<file path="src/rtl/spim_pkg.sv">
package spim_pkg;
   typedef enum logic [1:0] {
      ST_IDLE,
      ST_LEAD,
      ST_HIGH,
      ST_LOW
   } spim_state_e;
endpackage

</file>
<file path="src/rtl/spim_phase_calc.sv">
module spim_phase_calc #(
   parameter int DIV_W = 8,
   localparam int CNT_W = DIV_W + 2
) (
   input  logic [DIV_W-1:0] div,
   output logic [CNT_W-1:0] hi_len,
   output logic [CNT_W-1:0] lo_len,
   output logic [CNT_W-1:0] lead_len
);
   logic [CNT_W-1:0] d;
   logic             eq_split;

   assign d        = {2'b00, div};
   assign eq_split = div[0] | (div == '0);

   always_comb begin
      if (eq_split) begin
         hi_len = d + CNT_W'(1);
         lo_len = d + CNT_W'(1);
      end else begin
         hi_len = d + CNT_W'(2);
         lo_len = d;
      end
      lead_len = (d + CNT_W'(1)) << 1;
   end
endmodule

</file>
<file path="src/rtl/spim_cnt.sv">
module spim_cnt #(
   parameter int CNT_W = 10
) (
   input  logic             clk,
   input  logic             rst,
   input  logic             load,
   input  logic [CNT_W-1:0] load_val,
   output logic             zero
);
   logic [CNT_W-1:0] cnt_q;

   always_ff @(posedge clk) begin
      if (rst)                 cnt_q <= '0;
      else if (load)           cnt_q <= load_val;
      else if (cnt_q != '0)    cnt_q <= cnt_q - CNT_W'(1);
   end

   assign zero = (cnt_q == '0);
endmodule

</file>
<file path="src/rtl/spim_shreg.sv">
module spim_shreg #(
   parameter int WORD_W = 8
) (
   input  logic              clk,
   input  logic              rst,
   input  logic              load,
   input  logic [WORD_W-1:0] load_word,
   input  logic              advance,
   input  logic              sample,
   input  logic              miso,
   output logic              out_bit,
   output logic [WORD_W-1:0] in_word
);
   logic [WORD_W-1:0] tx_q;
   logic [WORD_W-1:0] rx_q;

   always_ff @(posedge clk) begin
      if (rst) begin
         tx_q <= '0;
         rx_q <= '0;
      end else begin
         if (load)         tx_q <= load_word;
         else if (advance) tx_q <= {tx_q[WORD_W-2:0], 1'b0};
         if (sample)       rx_q <= {rx_q[WORD_W-2:0], miso};
      end
   end

   assign out_bit = tx_q[WORD_W-1];
   assign in_word = rx_q;
endmodule

</file>
<file path="src/rtl/spim_master.sv">
module spim_master #(
   parameter int WORD_W = 8,
   parameter int DIV_W  = 8,
   localparam int CNT_W = DIV_W + 2,
   localparam int BIT_W = $clog2(WORD_W)
) (
   input  logic              clk,
   input  logic              rst,
   input  logic              start_i,
   input  logic [DIV_W-1:0]  div_i,
   input  logic [WORD_W-1:0] tx_i,
   output logic [WORD_W-1:0] rx_o,
   output logic              busy_o,
   output logic              done_o,
   output logic              sclk_o,
   output logic              cs_n_o,
   output logic              mosi_o,
   output logic              mosi_oe_o,
   input  logic              miso_i
);
   import spim_pkg::*;

   if (WORD_W < 2) begin : g_bad_word
      $error("WORD_W must be at least 2");
   end
   if (DIV_W < 1) begin : g_bad_div
      $error("DIV_W must be at least 1");
   end

   spim_state_e       state_q;
   logic [DIV_W-1:0]  div_q;
   logic [DIV_W-1:0]  div_sel;
   logic [BIT_W-1:0]  bits_q;
   logic [WORD_W-1:0] rx_q;
   logic [WORD_W-1:0] rx_shift;
   logic              cs_n_q, sclk_q, oe_q, done_q;
   logic [CNT_W-1:0]  hi_len, lo_len, lead_len;
   logic              cnt_zero, cnt_load;
   logic [CNT_W-1:0]  cnt_val;
   logic              accept, go_high, go_low, go_end;
   logic              out_bit;

   assign accept  = (state_q == ST_IDLE) && start_i;
   assign go_high = cnt_zero && ((state_q == ST_LEAD) ||
                                 ((state_q == ST_LOW) && oe_q));
   assign go_low  = cnt_zero && (state_q == ST_HIGH);
   assign go_end  = cnt_zero && (state_q == ST_LOW) && !oe_q;
   assign div_sel = (state_q == ST_IDLE) ? div_i : div_q;

   spim_phase_calc #(.DIV_W(DIV_W)) u_phase (
      .div      (div_sel),
      .hi_len   (hi_len),
      .lo_len   (lo_len),
      .lead_len (lead_len)
   );

   always_comb begin
      cnt_load = accept | go_high | go_low;
      if (accept)       cnt_val = lead_len - CNT_W'(1);
      else if (go_high) cnt_val = hi_len - CNT_W'(1);
      else              cnt_val = lo_len - CNT_W'(1);
   end

   spim_cnt #(.CNT_W(CNT_W)) u_cnt (
      .clk      (clk),
      .rst      (rst),
      .load     (cnt_load),
      .load_val (cnt_val),
      .zero     (cnt_zero)
   );

   spim_shreg #(.WORD_W(WORD_W)) u_shreg (
      .clk       (clk),
      .rst       (rst),
      .load      (accept),
      .load_word (tx_i),
      .advance   (go_low && (bits_q != '0)),
      .sample    (go_high),
      .miso      (miso_i),
      .out_bit   (out_bit),
      .in_word   (rx_shift)
   );

   always_ff @(posedge clk) begin
      if (rst) begin
         state_q <= ST_IDLE;
         div_q   <= '0;
         bits_q  <= '0;
         rx_q    <= '0;
         cs_n_q  <= 1'b1;
         sclk_q  <= 1'b0;
         oe_q    <= 1'b0;
         done_q  <= 1'b0;
      end else begin
         done_q <= 1'b0;
         if (accept) begin
            div_q   <= div_i;
            bits_q  <= BIT_W'(WORD_W - 1);
            cs_n_q  <= 1'b0;
            oe_q    <= 1'b1;
            state_q <= ST_LEAD;
         end else if (go_high) begin
            sclk_q  <= 1'b1;
            state_q <= ST_HIGH;
         end else if (go_low) begin
            sclk_q  <= 1'b0;
            state_q <= ST_LOW;
            if (bits_q == '0) oe_q   <= 1'b0;
            else              bits_q <= bits_q - BIT_W'(1);
         end else if (go_end) begin
            cs_n_q  <= 1'b1;
            done_q  <= 1'b1;
            rx_q    <= rx_shift;
            state_q <= ST_IDLE;
         end
      end
   end

   assign rx_o      = rx_q;
   assign busy_o    = (state_q != ST_IDLE);
   assign done_o    = done_q;
   assign sclk_o    = sclk_q;
   assign cs_n_o    = cs_n_q;
   assign mosi_o    = out_bit;
   assign mosi_oe_o = oe_q;


   idle_sclk_low_chk: assert property (@(posedge clk) disable iff (rst)
      cs_n_o |-> !sclk_o);


   mosi_hold_chk: assert property (@(posedge clk) disable iff (rst)
      (sclk_o && $past(sclk_o)) |-> $stable(mosi_o));


   done_pulse_chk: assert property (@(posedge clk) disable iff (rst)
      done_o |=> !done_o);


   busy_cover_chk: assert property (@(posedge clk) disable iff (rst)
      !cs_n_o |-> busy_o);


   oe_released_chk: assert property (@(posedge clk) disable iff (rst)
      cs_n_o |-> !mosi_oe_o);


   start_ignored_chk: assert property (@(posedge clk) disable iff (rst)
      (busy_o && start_i) |=> $stable(div_q));
endmodule

</file>
<file path="config.mk">
export PLATFORM = sky130hd
export DESIGN_NAME = spim_master
export DESIGN_NICKNAME = d
export VERILOG_FILES = /design/src/rtl/spim_pkg.sv /design/src/rtl/spim_phase_calc.sv /design/src/rtl/spim_cnt.sv /design/src/rtl/spim_shreg.sv /design/src/rtl/spim_master.sv
export SDC_FILE = /design/constraint.sdc
export NUM_CORES = 1
export LEC_CHECK = 0
export BUFFER_PORTS_ARGS = -buffer_cell sky130_fd_sc_hd__buf_2
export CELL_PAD_IN_SITES_DETAIL_PLACEMENT = 0
export CELL_PAD_IN_SITES_GLOBAL_PLACEMENT = 1
export CORE_MARGIN = 2
export CORE_UTILIZATION = 40
export DETAILED_ROUTE_END_ITERATION = 16
export HOLD_SLACK_MARGIN = 0.08
export PLACE_DENSITY_LB_ADDON = 0.1
export SYNTH_ARGS = -nofsm -noshare
export SYNTH_HDL_FRONTEND = slang
export SYNTH_HIERARCHICAL = 1
export SYNTH_SLANG_ARGS = --single-unit
</file>
<file path="constraint.sdc">
create_clock -name clk -period 3.3 [get_ports clk]
set_input_delay 0.165 -clock clk [delete_from_list [all_inputs] [get_ports clk]]
set_output_delay 0.165 -clock clk [all_outputs]
set_load 0.03 [all_outputs]
</file>
### Word-level counts from Yosys, hierarchy flattened

Index checks and enable logic that the tools add are counted.

| storage, ports and cells | value |
|---|---|
| register bits after elaboration | 51 |
| bits of input ports | 20 |
| output and inout port bits | 14 |
| word-level logic and storage cells | 90 |

| operators by class | value |
|---|---|
| $add $sub $neg | 7 |
| equality and inequality tests | 6 |
| muxes and demuxes | 28 |
| bitwise gates (word level) | 6 |
| reductions and logical operators | 31 |

Operator list:

| kind | number |
|---|---|
| two-way mux 10 bit | 6 |
| subtractor 10 x 1 -> 10 bit (second input constant) | 4 |
| two-way mux 8 bit | 3 |
| nonzero test 2 bit | 7 |
| two-way mux 1 bit | 12 |
| two-way mux 3 bit | 4 |
| zero test 10 bit | 1 |
| nonzero test 10 bit | 1 |
| adder 8 x 1 -> 9 bit (second input constant) | 1 |
| adder 8 x 2 -> 9 bit (second input constant) | 1 |
| AND reduction 3 bit | 3 |
| zero test 8 bit | 1 |
| logical AND 1 bit | 7 |
| two-way mux 2 bit | 3 |
| != test 2 bit (second input constant) | 3 |
| nonzero test 3 bit | 2 |
| == test 2 bit (second input constant) | 2 |
| AND reduction 4 bit | 1 |
| nonzero test 4 bit | 1 |
| OR reduction 4 bit | 1 |
| zero test 3 bit | 1 |
| inverter 1 bit | 3 |
| bitwise OR 1 bit | 3 |
| subtractor 3 x 1 -> 3 bit (second input constant) | 1 |
| other kinds (6) | 6 |

### Depth between registers and ports, before layout

| depth | value |
|---|---|
| word-level depth | 9 |
| gate-level depth with buffers | 17 |
| gate-level depth less buffers | 15 |

### Hierarchy

Netlist, hierarchy kept.

By module, submodules not included:

| module | instances | cells each | area each (um^2) |
|---|---|---|---|
| spim_master | 1 | 178 | 1,441.4 |
| spim_shreg | 1 | 61 | 653.1 |
| spim_cnt | 1 | 73 | 613.1 |
| spim_phase_calc | 1 | 69 | 490.5 |

### Worst setup path before layout

No wires, ideal clock.

| timing path | value |
|---|---|
| path kind | register to register |
| start point | register state_q[1] |
| end point | register u_cnt.cnt_q[4] |
| setup time | 95 ps |
| arrival | 3,341 ps |
| required time | 3,205 ps |
| setup slack | -136 ps |
| cell stages (with the launch flop) | 17 |
| buffers on the path | 2 |
| clock period less this slack | 3,436 ps |
| path through | dfxtp_1 buf_6 nor2_1 mux2_2 buf_2 inv_1 ha_1 nor4b_4 a21oi_2 mux2_1 a32o_1 a21oi_1 ha_1 nand2_1 xnor2_1 inv_1 a221oi_1 |

| on the way | value |
|---|---|
| elaborated cells on any way between the ends | 25 |
| classes of those cells | add/sub: 5; eq/ne: 3; mux: 6; bitwise: 3; reduce/logical: 8 |

RTL lines:

| item | RTL line | source |
|---|---|---|
| start, declared | spim_master.sv:30 | `spim_state_e state_q;` |
| start signal, assigned | spim_master.sv:86 | `state_q <= ST_IDLE;` |
| start signal, assigned | spim_master.sv:101 | `state_q <= ST_LEAD;` |
| start signal, assigned | spim_master.sv:104 | `state_q <= ST_HIGH;` |
| zero test 2 bit (*) | spim_master.sv:48 | `assign div_sel = (state_q == ST_IDLE) ? div_i : div_q;` |
| two-way mux 8 bit (*) | spim_master.sv:48 |  |
| via div_sel[0] | spim_master.sv:32 | `logic [DIV_W-1:0] div_sel;` |
| adder 8 x 1 -> 9 bit (*) | spim_phase_calc.sv:24 | `lead_len = (d + CNT_W'(1)) << 1;` |
| via lead_len[1] | spim_master.sv:37 | `logic [CNT_W-1:0] hi_len, lo_len, lead_len;` |
| two-way mux 10 bit | spim_phase_calc.sv:17 | `if (eq_split) begin` |
| subtractor 10 x 1 -> 10 bit (on tied branches) | spim_master.sv:61, spim_master.sv:60 |  |
| two-way mux 10 bit | spim_master.sv:60 | `else if (go_high) cnt_val = hi_len - CNT_W'(1);` |
| two-way mux 10 bit (*) | spim_master.sv:59 | `if (accept) cnt_val = lead_len - CNT_W'(1);` |
| via cnt_val[4] | spim_master.sv:39 | `logic [CNT_W-1:0] cnt_val;` |
| two-way mux 10 bit (*) | spim_cnt.sv:14 | `else if (load) cnt_q <= load_val;` |
| end signal, assigned | spim_cnt.sv:14 |  |
| end signal, assigned | spim_cnt.sv:15 | `else if (cnt_q != '0) cnt_q <= cnt_q - CNT_W'(1);` |
| end, declared | spim_cnt.sv:10 | `logic [CNT_W-1:0] cnt_q;` |

The timed path passes the listed nets; every way through them passes the cells marked *.
A chain may end at the register's enable or synchronous reset.

### Final worst setup path

| timing path | value |
|---|---|
| start point | register state_q[0] |
| end point | register u_cnt.cnt_q[4] |

| on the way | value |
|---|---|
| word-level cells in the longest chain between the ends | 9 |
| elaborated cells on any way between the ends | 25 |
| classes of those cells | add/sub: 5; eq/ne: 3; mux: 6; bitwise: 3; reduce/logical: 8 |

Ends and longest elaborated chain:

| item | RTL line |
|---|---|
| zero test 2 bit (*) | spim_master.sv:48 |
| two-way mux 8 bit (*) | spim_master.sv:48 |
| via div_sel[1] | spim_master.sv:32 |
| parallel branches: the longest is 2 deep, another holds adder 8 x 2 -> 9 bit | -- |
| two-way mux 10 bit (*) | spim_phase_calc.sv:17 |
| via hi_len[1] | spim_master.sv:37 |
| subtractor 10 x 1 -> 10 bit (*) | spim_master.sv:60 |
| two-way mux 10 bit (*) | spim_master.sv:60 |
| two-way mux 10 bit (*) | spim_master.sv:59 |
| via cnt_val[4] | spim_master.sv:39 |
| two-way mux 10 bit (*) | spim_cnt.sv:14 |

Mark *: on every way through the listed nets, which the timed path passes.

==> flow_summary.toml <==
[drt]
wl_per_cell_um = 13.5
dr_total_vias = 2682
routed_via_density = 5.16
wl_um = 6990
drc = 0
met2_length_um = 3190
first_pass_iters = 4
met3_length_um = 202
drt_iter0_drc = 77
topRoutingLayerUsed = "met4"
postRouteAntennaNets = 0
met1_length_um = 3550

[pwr]
p_seq_frac = 0.327
clkPwrFrac = 0.161
p_switching_w = 0.000999
p_int_w = 0.00144
netSwitchingFraction = 0.409
p_comb_frac = 0.511
power_w = 0.00244
peakVddDrop_mv = 0.245
p_leak_nw = 1.39
power_density_mw_per_mm2 = 678

[floorplan]
die_area_mm2 = 0.00873
die_y_um = 93.4
ios = 34
die_x_um = 93.4
rows = 32
start_util = 0.414
core_mm2 = 0.00773

[sta]
drv_slew = 0
clock_skew_ns = 0.0106
max_freq_mhz = 328
finalSetupViolCount = 0
slew_headroom = 0.338
tightest_slew_ns = 0.993
rsz0062_at_grt = "no"
period_minus_slack_ns = 3.05
post-route-period-util = 0.925
hold_violations = 0
setup_tns_ns = 0

[worst_hold_path]
hold_path.class = "input pin to flop"

[critical_path]
critical_path_buf_inv_count = 2
crit_type = "flop to flop"
crit_path_max_fanout = 6
crit_chain = "nor2_4 -> mux2_2 -> inv_1 -> ha_1 -> nor4b_4 -> a21oi_2 -> mux2_1 -> a32o_1 -> a21oi_2 -> ha_2 -> nand2_1 -> xnor2_1 -> inv_1 -> a221oi_1"
startpoint_type = "flop"
critPathMaxStageDelay_ns = 0.39
crit_path_end_kind = "flop"
arrival_ns = 3.28
cp_top_family = "compound AO/OA/AOI/OAI gates"
critPathRequiredTime_ns = 3.52
cp_slowest_cell = "mux2_2"

[cts]
clk_latency_ns = 0.31
cts.clk_slew.worst_paths_ns = 0.11
clockBufferDepth = 2
root_buffer = "clkbuf_8"
cts_buffers = 5
cts_max_level = 2
cts_tree = "done"
postCtsSetupBuffers = 0
cts_sinks = 51

[synthesis]
synth_top_area_cell = "dfxtp_1"
synth.distinct_cells = 60
yosys_most_used_dff = "dfxtp_1"
synth_common_cells = "nand2_1, dfxtp_1, a21oi_1"
yosys_warnings = 6
netlist_area_mm2 = 0.00320
yosysTopAreaCellShare = 0.319
yosysSeqAreaShare = 0.319
ys_seq_elements = 51
avgSynthCellArea_um2 = 8.39
synth_area_leaders = "dfxtp_1, nand2_1, mux2i_1"
synth_cells = 381
synth.most_common_cell = "nand2_1"
async_reset_ff_frac = 0
synth_edf_count = 0

[final_layout]
area_delta_synth_final_pct = 12.6
final_nets = 444
n_antenna_cell = 0
drive_above_1_share = 0.225

[global_routing]
grt_max_degree = 55
track_usage = 0.170
antenna_found_initial = 0
first_global_vias = 2612
gr-total-overflow = 0
grt_pass1_wl_um = 12100

[run]
drv_cap = 0

[placed_design]
numPortBuffers = 33
gp_congestion = 0.825
dp_hpwl_um = 5060

[outcome]
run_status = "complete, no violations"
placed cells by master, fill, tap and decap left out, drive strengths merged, types with 2 or more instances in the layout:
master and instances:
nand2 59, buf 54, dfxtp 51, a21oi 35, nor2 25, inv 20
xnor2 18, mux2i 17, nor3 14, nor2b 11, xor2 11, mux2 10
a211oi 9, o21ai 7, ha 7, and2 7, nand4 6, clkbuf 5
a221o 5, nand3 4, nor4 3, conb 3, nand2b 3, or4 3
nor4b 3, or3b 2, a32o 2, o21a 2, or3 2, o22ai 2
a41oi 2
layer usage:
metal,vias to the layer above,track usage
met3,4,0.0298
met5,-,0
li1,1385,-
met2,31,0.288
met1,1262,0.227
met4,0,0.0306
final cells by class:
type                       count  area, um^2
timing repair buffer          55         333
tap                          102         128
fill                         813        4130
sequential                    51        1020
clock inverter                 3        27.5
inverter                      19        76.3
multi-input combinational    285        1950
clock buffer                   5        68.8
per-stage QoR:
stage	instance area, um^2	util	hold WS (ns)	setup WS [ns]	instances
6_report	3600	0.466	0.0924	0.249	520
5_1_grt	3600	0.466	0.102	0.0264	520
4_1_cts	3580	0.464	0.0863	0.0624	520
3_5_place_dp	3480	0.450	0.412	0.0857	511
3_3_place_gp	3480	0.450	0.407	0.122	511
2_1_floorplan	3210	-	0.301	0.0161	383
what timing repair did:
| item | 4_1_cts | 5_1_grt |
|---|---|---|
| endpoints found under the hold margin | 1 | 0 |
| hold buffers | 1 | 0 |
| endpoints found under the setup margin | 0 | 7 |
| gates resized for setup | 0 | 7 |
power groups by stage:
stage	combinational, W	clock (W)	sequential, W
2_1_floorplan	0.000968	0	0.000807
3_3_place_gp	0.00124	0	0.000810
3_5_place_dp	0.00124	0	0.000811
4_1_cts	0.00125	0.000408	0.000797
5_1_grt	0.00140	0.000431	0.000814
6_report	0.00125	0.000394	0.000799
registers in the layout (all words and copies together) (netlist names):
| name | flops |
|---|---|
| div_q | 8 |
| sclk_o | 1 |
| mosi_oe_o | 1 |
| bits_q | 3 |
| cs_n_o | 1 |
| u_cnt/cnt_q | 10 |
| u_shreg/tx_q | 8 |
| rx_o | 8 |
| u_shreg/in_word | 8 |
| done_o | 1 |
| state_q | 2 |
path summary, 6_finish.rpt:
| kind | cells after the start | to | startpoint | slack [ns] |
|---|---|---|---|---|
| min | 3 | div_q[2] | div_i[2] | 0.09 |
| min reg2reg | 2 | rx_o[5] | rx_o[5] | 0.46 |
| max | 14 | u_cnt/cnt_q[4] | state_q[0] | 0.25 |
| max reg2reg | 14 | u_cnt/cnt_q[4] | state_q[0] | 0.25 |
cells by family (layout without fill, tap and decap cells):
family,after synthesis,after routing,share of synthesized area
adders and majority gates,7,7,0.0274
AOI/OAI and AO/OA,74,74,0.166
xor gates and xnor gates,29,29,0.0794
DFF,51,51,0.319
and+or+nand+nor,145,145,0.238
other,1,3,0.00117
muxes,27,27,0.0884
buffers and inverters,47,82,0.0802
tightest hold or removal path, delay by kind of cell:
kind,cells,cell delay [ns]
compound gates,1,0.05
buf+inv,1,0.10
simple gates,1,0.05
Power figures use the tool's default switching activity.
